`config.mk`:
```
export PLATFORM = sky130hd
export DESIGN_NAME = chario_port
export DESIGN_NICKNAME = d
export VERILOG_FILES = /design/src/rtl/chario_pkg.sv /design/src/rtl/chario_decode.sv /design/src/rtl/chario_rx_fsm.sv /design/src/rtl/chario_tx_fsm.sv /design/src/rtl/chario_port.sv
export SDC_FILE = /design/constraint.sdc
export NUM_CORES = 1
export LEC_CHECK = 0
export ABC_AREA = 1
export CAP_MARGIN = 20
export CORE_MARGIN = 2
export CORE_UTILIZATION = 44
export DETAILED_ROUTE_END_ITERATION = 16
export PLACE_DENSITY = 0.8
export SETUP_SLACK_MARGIN = 0.3
export SLEW_MARGIN = 20
export SYNTH_ARGS = -nofsm -noshare
export SYNTH_HDL_FRONTEND = slang
export SYNTH_SLANG_ARGS = --single-unit
```
`constraint.sdc`:
```
create_clock -name clk -period 2.5 [get_ports clk]
set_clock_uncertainty 0.15 [all_clocks]
set_input_delay 0.375 -clock clk [delete_from_list [all_inputs] [get_ports clk]]
set_output_delay 0.375 -clock clk [all_outputs]
set_load 0.1 [all_outputs]
```
`src/rtl/chario_pkg.sv`:
```
package chario_pkg;

    typedef enum logic [1:0] {
        REG_RXD  = 2'd0,
        REG_TXD  = 2'd1,
        REG_STAT = 2'd2,
        REG_CTRL = 2'd3
    } reg_sel_e;

    typedef enum logic {
        RX_EMPTY = 1'b0,
        RX_FULL  = 1'b1
    } rx_state_e;

    typedef enum logic {
        TX_IDLE = 1'b0,
        TX_SEND = 1'b1
    } tx_state_e;

    localparam int STAT_RX_BIT  = 0;
    localparam int STAT_TX_BIT  = 1;
    localparam int STAT_IRQ_BIT = 2;
    localparam int STAT_OVR_BIT = 3;
    localparam int CTRL_IE_BIT  = 2;

endpackage

```
`src/rtl/chario_decode.sv`:
```
module chario_decode #(
    parameter int          BASE_W    = 4,
    parameter int          OFS_W     = 2,
    parameter logic [3:0]  BASE_ADDR = 4'hA,
    localparam int         ADDR_W    = BASE_W + OFS_W,
    localparam int         N_REG     = 1 << OFS_W
) (
    input  logic [ADDR_W-1:0] addr,
    output logic              hit,
    output logic [N_REG-1:0]  sel_oh
);

    logic [BASE_W-1:0] base_f;
    logic [OFS_W-1:0]  ofs_f;

    assign base_f = addr[ADDR_W-1:OFS_W];
    assign ofs_f  = addr[OFS_W-1:0];
    assign hit    = (base_f == BASE_ADDR[BASE_W-1:0]);

    for (genvar g = 0; g < N_REG; g++) begin : g_sel
        assign sel_oh[g] = hit && (ofs_f == OFS_W'(g));
    end

endmodule

```
`src/rtl/chario_rx_fsm.sv`:
```
module chario_rx_fsm
    import chario_pkg::*;
#(
    parameter int DATA_W = 8
) (
    input  logic              clk,
    input  logic              rst_n,
    input  logic              kb_valid,
    input  logic [DATA_W-1:0] kb_data,
    input  logic              rd_take,
    input  logic              ovr_clr,
    output logic              rx_ready,
    output logic [DATA_W-1:0] rx_data,
    output logic              ovr
);

    rx_state_e   state_q, state_d;
    logic        ovr_set;

    // next-state logic
    always_comb begin
        state_d = state_q;
        ovr_set = 1'b0;
        unique case (state_q)
            RX_EMPTY: begin
                if (kb_valid) state_d = RX_FULL;
            end
            RX_FULL: begin
                if (kb_valid) begin
                    state_d = RX_FULL;
                    ovr_set = !rd_take;
                end else if (rd_take) begin
                    state_d = RX_EMPTY;
                end
            end
        endcase
    end

    // state register
    always_ff @(posedge clk) begin
        if (!rst_n) begin
            state_q <= RX_EMPTY;
            rx_data <= '0;
            ovr     <= 1'b0;
        end else begin
            state_q <= state_d;
            if (kb_valid) rx_data <= kb_data;
            if (ovr_set)      ovr <= 1'b1;
            else if (ovr_clr) ovr <= 1'b0;
        end
    end

    // outputs
    always_comb begin
        rx_ready = (state_q == RX_FULL);
    end

endmodule

```
`src/rtl/chario_tx_fsm.sv`:
```
module chario_tx_fsm
    import chario_pkg::*;
#(
    parameter int DATA_W = 8
) (
    input  logic              clk,
    input  logic              rst_n,
    input  logic              wr_load,
    input  logic [DATA_W-1:0] wdata,
    input  logic              dsp_ready,
    output logic              dsp_valid,
    output logic [DATA_W-1:0] dsp_data,
    output logic              tx_ready
);

    tx_state_e state_q, state_d;
    logic      load_en;

    // next-state logic
    always_comb begin
        state_d = state_q;
        load_en = 1'b0;
        unique case (state_q)
            TX_IDLE: begin
                if (wr_load) begin
                    state_d = TX_SEND;
                    load_en = 1'b1;
                end
            end
            TX_SEND: begin
                if (dsp_ready) state_d = TX_IDLE;
            end
        endcase
    end

    // state register
    always_ff @(posedge clk) begin
        if (!rst_n) begin
            state_q  <= TX_IDLE;
            dsp_data <= '0;
        end else begin
            state_q <= state_d;
            if (load_en) dsp_data <= wdata;
        end
    end

    // outputs
    always_comb begin
        dsp_valid = (state_q == TX_SEND);
        tx_ready  = (state_q == TX_IDLE);
    end

endmodule

```
`src/rtl/chario_port.sv`:
```
module chario_port
    import chario_pkg::*;
#(
    parameter int         DATA_W    = 8,
    parameter int         BASE_W    = 4,
    parameter int         OFS_W     = 2,
    parameter logic [3:0] BASE_ADDR = 4'hA,
    localparam int        ADDR_W    = BASE_W + OFS_W,
    localparam int        N_REG     = 1 << OFS_W
) (
    input  logic              clk,
    input  logic              rst_n,
    input  logic [ADDR_W-1:0] bus_addr,
    input  logic              bus_rd,
    input  logic              bus_wr,
    input  logic [DATA_W-1:0] bus_wdata,
    output logic [DATA_W-1:0] bus_rdata,
    output logic              irq,
    input  logic              kb_valid,
    input  logic [DATA_W-1:0] kb_data,
    output logic              kb_ready,
    output logic              dsp_valid,
    output logic [DATA_W-1:0] dsp_data,
    input  logic              dsp_ready
);

    logic              hit;
    logic [N_REG-1:0]  sel_oh;
    logic              rx_ready, tx_ready, ovr_flag, ie_q;
    logic [DATA_W-1:0] rx_data;
    logic [DATA_W-1:0] stat_word, ctrl_word;
    logic              rd_take, wr_load, ovr_clr, ctrl_wr;
    logic              unused_wdata;

    chario_decode #(
        .BASE_W(BASE_W), .OFS_W(OFS_W), .BASE_ADDR(BASE_ADDR)
    ) dec_i (
        .addr(bus_addr), .hit(hit), .sel_oh(sel_oh)
    );

    assign rd_take = bus_rd && sel_oh[REG_RXD];
    assign wr_load = bus_wr && sel_oh[REG_TXD];
    assign ovr_clr = bus_wr && sel_oh[REG_STAT] && bus_wdata[STAT_OVR_BIT];
    assign ctrl_wr = bus_wr && sel_oh[REG_CTRL];
    assign unused_wdata = ^{bus_wdata[DATA_W-1:4], bus_wdata[1:0]};

    chario_rx_fsm #(.DATA_W(DATA_W)) rx_i (
        .clk(clk), .rst_n(rst_n),
        .kb_valid(kb_valid), .kb_data(kb_data),
        .rd_take(rd_take), .ovr_clr(ovr_clr),
        .rx_ready(rx_ready), .rx_data(rx_data), .ovr(ovr_flag)
    );

    chario_tx_fsm #(.DATA_W(DATA_W)) tx_i (
        .clk(clk), .rst_n(rst_n),
        .wr_load(wr_load), .wdata(bus_wdata),
        .dsp_ready(dsp_ready),
        .dsp_valid(dsp_valid), .dsp_data(dsp_data), .tx_ready(tx_ready)
    );

    // interrupt enable register
    always_ff @(posedge clk) begin
        if (!rst_n)       ie_q <= 1'b0;
        else if (ctrl_wr) ie_q <= bus_wdata[CTRL_IE_BIT];
    end

    assign irq      = ie_q && (rx_ready || tx_ready);
    assign kb_ready = 1'b1;

    always_comb begin
        stat_word = '0;
        stat_word[STAT_RX_BIT]  = rx_ready;
        stat_word[STAT_TX_BIT]  = tx_ready;
        stat_word[STAT_IRQ_BIT] = irq;
        stat_word[STAT_OVR_BIT] = ovr_flag;
        ctrl_word = '0;
        ctrl_word[CTRL_IE_BIT]  = ie_q;
    end

    // read multiplexer
    always_comb begin
        bus_rdata = '0;
        if (bus_rd) begin
            unique case (1'b1)
                sel_oh[REG_RXD]:  bus_rdata = rx_data;
                sel_oh[REG_TXD]:  bus_rdata = dsp_data;
                sel_oh[REG_STAT]: bus_rdata = stat_word;
                sel_oh[REG_CTRL]: bus_rdata = ctrl_word;
                default:          bus_rdata = '0;
            endcase
        end
    end

endmodule

```
# After elaboration in Yosys (flattened, before gate mapping)
# Index checks and enable logic that the tools add are counted.
# W data, S select, Z words.
[totals]
out_inout_bits = 19
in_bits = 28
elab_cells = 40
register_bits = 20
[op_classes]
eq_ne = 4
muxes = 14
n_bitwise = 2
reduce_logical = 14
[op_table]
columns = ["cell", "count"]
rows = [
  ["$pmux W8 S4", 1],
  ["$logic_and A1 B1 Y1", 10],
  ["$mux W1", 10],
  ["$mux W8", 1],
  ["$eq A2 B2 Y1 const B", 2],
  ["$eq A4 B4 Y1 const B", 1],
  ["$pmux W1 S2", 2],
  ["$eq A2 B1 Y1 const B", 1],
  ["$logic_not A2 Y1", 1],
  ["$not A1 Y1", 2],
  ["$reduce_bool A2 Y1", 1],
  ["$logic_not A1 Y1", 1],
  ["$logic_or A1 B1 Y1", 1],
]

# Longest topological paths before layout
[logic_depth]
depth_word = 7
depth_mapped = 9
ltp_nobuf = 8

# Cells and area by module
# A second synthesis with hierarchy kept.
[hier_totals]
hier_cells = 174
area_unflattened_um2 = 1116.1
[modules_own_cells]
columns = ["module", "seq_area_each_um2", "instances", "area_per_inst_um2", "cells_each"]
rows = [
  ["chario_tx_fsm", 180.2, 1, 394.1, 58],
  ["chario_rx_fsm", 200.2, 1, 381.6, 44],
  ["chario_port", 20.0, 1, 279.0, 57],
  ["chario_decode", 0.0, 1, 61.3, 15],
]

# Worst setup path after synthesis
# Ideal clock, no wire load.
[synth_path]
path_type = "flip-flop to output port"
from = "reg tx_i.state_q (netlist: tx_i.dsp_valid)"
to = "out irq"
t_arrival_ns = 2.994
path_slack_ns = -1.019
path_buffers = 0
required_ns = 1.975
path_stages_with_launch = 2
cell_sequence = "dfxtp_1 a21boi_0"
[synth_between]
elab_chain_len = 3
[synth_rtl]
columns = ["element", "line", "text"]
rows = [
  ["start: declaration", "chario_tx_fsm.sv:16", "tx_state_e state_q, state_d;"],
  ["start signal: assignment", "chario_tx_fsm.sv:42", "state_q <= state_d;"],
  ["$not A1 Y1", "chario_tx_fsm.sv:50", "tx_ready = (state_q == TX_IDLE);"],
  ["$logic_or A1 B1 Y1", "chario_port.sv:67", "assign irq = ie_q && (rx_ready || tx_ready);"],
  ["$logic_and A1 B1 Y1", "chario_port.sv:67", ""],
  ["end: declaration", "chario_port.sv:18", "output logic irq,"],
]
# No other way between the ends.

# Worst setup path in the final report
[layout_path]
from = "in bus_addr[4]"
to = "out bus_rdata[2]"
[layout_between]
elab_chain_len = 4
word_cells_on_any_way = 7
cone_classes = "eq/ne: 1; mux: 2; reduce/logical: 4"
[layout_rtl]
columns = ["element", "line", "text"]
rows = [
  ["start: declaration", "chario_port.sv:13", "input logic [ADDR_W-1:0] bus_addr,"],
  ["$eq A4 B4 Y1 *", "chario_decode.sv:18", "assign hit = (base_f == BASE_ADDR[BASE_W-1:0]);"],
  ["$logic_and A1 B1 Y1", "chario_decode.sv:21", "assign sel_oh[g] = hit && (ofs_f == OFS_W'(g));"],
  ["$pmux W8 S4 *", "chario_port.sv:84", "unique case (1'b1)"],
  ["$mux W8 *", "chario_port.sv:83", "if (bus_rd) begin"],
  ["end: declaration", "chario_port.sv:17", "output logic [DATA_W-1:0] bus_rdata,"],
]
# Mark *: on every way between the ends. The rest lies on a longest branch, timed or not.

==> out/summary.txt <==
status -> finished, final reports clean
DRC -> 0
GPL Wtd Cong -> 0.8186
largest family of logic cells by synthesized area -> simple AND/OR/NAND/NOR gates
most common cell in the netlist -> nor2_1
worst r2r src -> tx_i.dsp_valid
worst vdd ir -> 0.2787 mV
post-synthesis mux area share -> 0
P_int -> 476.9 uW
critical-path cell list -> dlygate4sd2_1 -> inv_1 -> nand2_2 -> nor2_8 -> buf_6 -> nand2_1 -> nor2_2 -> nor2_2 -> nor2_4 -> buf_12
reg2reg end -> tx_i.dsp_data[0]
RSZ-0062 raised after global routing -> yes
crit-path max FO -> 8
proportion of netlist area held by the largest area contributor -> 0.3691
min Tclk post-route -> 2146 ps
fin nets -> 249
Critical Path Start Type -> input pin
Worst slew margin -> 0.6092
Worst-Margin Slew -> 584.4 ps
Max Clk Rate -> 0.4659 GHz
register share of total power -> 0.516
fin util -> 0.7757
crit end category -> output pin
family with the most delay on the worst path -> buffers and inverters
yosys warns -> 0
first-pass GRT wire length -> 5175 um
endpoints failing setup -> 0
top cells by count, synth -> 43 x nor2_1, 33 x nand2_1, 20 x dfxtp_1, 20 x nand3_1, 19 x inv_1
Synth Area in XOR/XNOR -> 0
Sw Share -> 0.2742
worst-skew pair later-pin latency -> 300 ps
Die H -> 53.66 um
largest stage delay on the critical path -> 240 ps
Worst EP arrival -> 1620 ps
vias in the first global route -> 1,230
crit share post-route -> 0.8585
DRT Wirelength -> 3188 um
sequential fraction of the synthesis area -> 0.3691
Final Max Slew Viols -> 0
Overflow after GRT -> 0
initial drt markers -> 25
router iterations before antenna repair -> 4
Total Routing Usage GR -> 0.2519
Hold/Removal Path Class -> flop to flop
clock network power share -> 0.288
largest area contributor in the netlist -> dfxtp_1
vias -> 1,235
CP required -> 1980 ps
ys flop type -> dfxtp_1
Starting Density -> 0.4766
Fin Setup TNS -> 0 ps
P_sw -> 180.2 uW
total CTS buffers -> 3
combinational share of power -> 0.197
initial antenna violation count -> 0
cell mode on critical path -> nor2_2
Top-Level Pins -> 47
area grow syn2layout -> 62.74%
H-tree levels -> 1
DIE WIDTH -> 53.66 um
ys async rst share -> 0
Routed wire per std cell -> 12.85 um
FF-to-FF path depth -> 6
Reg2Reg Setup Slack -> 1190 ps
Vias per Instance -> 4.980
number of synthesized flops with an enable pin -> 0
syn avg cell area -> 6.419 um2
Distinct cells, synth -> 23
ANT nets after route -> 0
largest net degree at the start of global routing -> 19
post-synthesis adder-cell area fraction -> 0
layout cell share with drive strength beyond 1 -> 0.2636
post-synthesis net count -> 197
Port Buf Inserts -> 45
FP Rows -> 17
slowest CP cell -> dlygate4sd2_1
flops & latches, synth -> 20
final hold violations -> 0
CTS Sinks -> 20
synthesized area -> 1085 um2
Syn Inst Count -> 169
TritonCTS clock tree -> built
critical path class -> input pin to output pin
CTS clk-pin slew, worst paths -> 120 ps
Antenna diodes -> 0
core area -> 2276 um2
hold depth -> 2
Hold Path Origin -> rx_i.ovr
CTS Root Buffer Type -> clkbuf_4
number of buffers on the longest clock path -> 2
Hold Path Sink -> rx_i.ovr
Leak -> 0.0008300 uW
Die Area -> 2879 um2
Compound-Gate Fraction of Synth Area -> 0.07151
Synth Area in Simple Gates -> 0.4429
Detail Placement HPWL -> 2334 um
Max-Cap Viols -> 0
largest cells by area after synthesis -> dfxtp_1 37%, nor2_1 15%, nand2_1 11%
CP Buf/Inv Count -> 4
Pwr Density -> 372.2 nW/um2
[layout make-up]
cell class | count | area (um2)
multi-input cells | 121 | 630.6
repair buffers | 53 | 566.8
fillers | 175 | 510.5
flip-flops and latches | 20 | 411.6
inverters | 22 | 85.08
clock buffers | 4 | 36.28
well taps | 28 | 35.03
[cell families after synthesis]
logic type	after synthesis
buffers and inverters	28
other	1
AOI/OAI and AO/OA	15
and+or+nand+nor	105
DFF	20
[routing by layer]
layer  track usage  wire length, um  up-vias  share of wire
met3       0.02778              232        6          0.073
met1        0.2693             1183      562           0.37
met4       0.08974               52        0          0.016
li1              -                -      619              -
met5             0                0        -              0
met2        0.5000             1719       48           0.54
[cell usage in the layout, fill, tap and decap left out, types with 7 or more instances in the layout]
master,synthesis,final
dfxtp_1,20,11
o21ai_0,7,7
buf_12,0,8
nand2_1,33,32
inv_1,19,18
buf_4,1,16
clkdlybuf4s50_1,0,21
dfxtp_2,0,9
nand3_1,20,20
nor2_1,43,40
[flip-flops by register name, indices dropped and copies added (netlist names)]
name and cells:
ie_q 1, rx_i.ovr 1, rx_i.rx_ready 1, tx_i.dsp_data 8
rx_i.rx_data 8, tx_i.dsp_valid 1
[how the worst max path moves through the flow]
stage                      startpoint  slack (ps)  depth (start not counted)      endpoint
after detailed placement  bus_addr[4]          70                          9  bus_rdata[6]
after CTS                 bus_addr[4]         310                         10  bus_rdata[2]
after global routing      bus_addr[4]         250                         10  bus_rdata[2]
after global placement    bus_addr[5]         140                          8  bus_rdata[5]
final                     bus_addr[4]         350                         10  bus_rdata[2]
after floorplan           bus_addr[4]         330                          8  bus_rdata[1]
[power groups by stage]
stage	clock network (uW)	logic, uW	registers [uW]
after global placement	0	121	345
after CTS	189	127	339
final	189	129	339
after floorplan	0	60.1	351
after global routing	203	141	340
after detailed placement	0	124	346
[worst min-delay path, cell delays in order (launching register included)]
cell and delay [ps]:
dfxtp_1 330, nand2_1 60, a21oi_1 50
[repair_timing]
action,CTS,global route
hold endpoints to repair,0,0
resized for setup,13,2
setup buffers,6,2
pin swaps,10,3
hold buffers,0,0
setup endpoints to repair,8,5
[metrics by stage]
step           setup WS (ps)  hold WS, ps  cell area [um2]  cells  power [uW]
3_3_place_gp           144.4        307.6             1653    236       466.1
6_report               353.8        332.0             1765    248       657.0
2_1_floorplan          333.8        293.0             1152    169       410.6
4_1_cts                314.2        326.0             1747    246       654.7
5_1_grt                251.0        350.1             1765    248       683.8
3_5_place_dp           73.82        309.2             1653    236       469.7
Note: power is estimated with default switching activity, not from simulation.
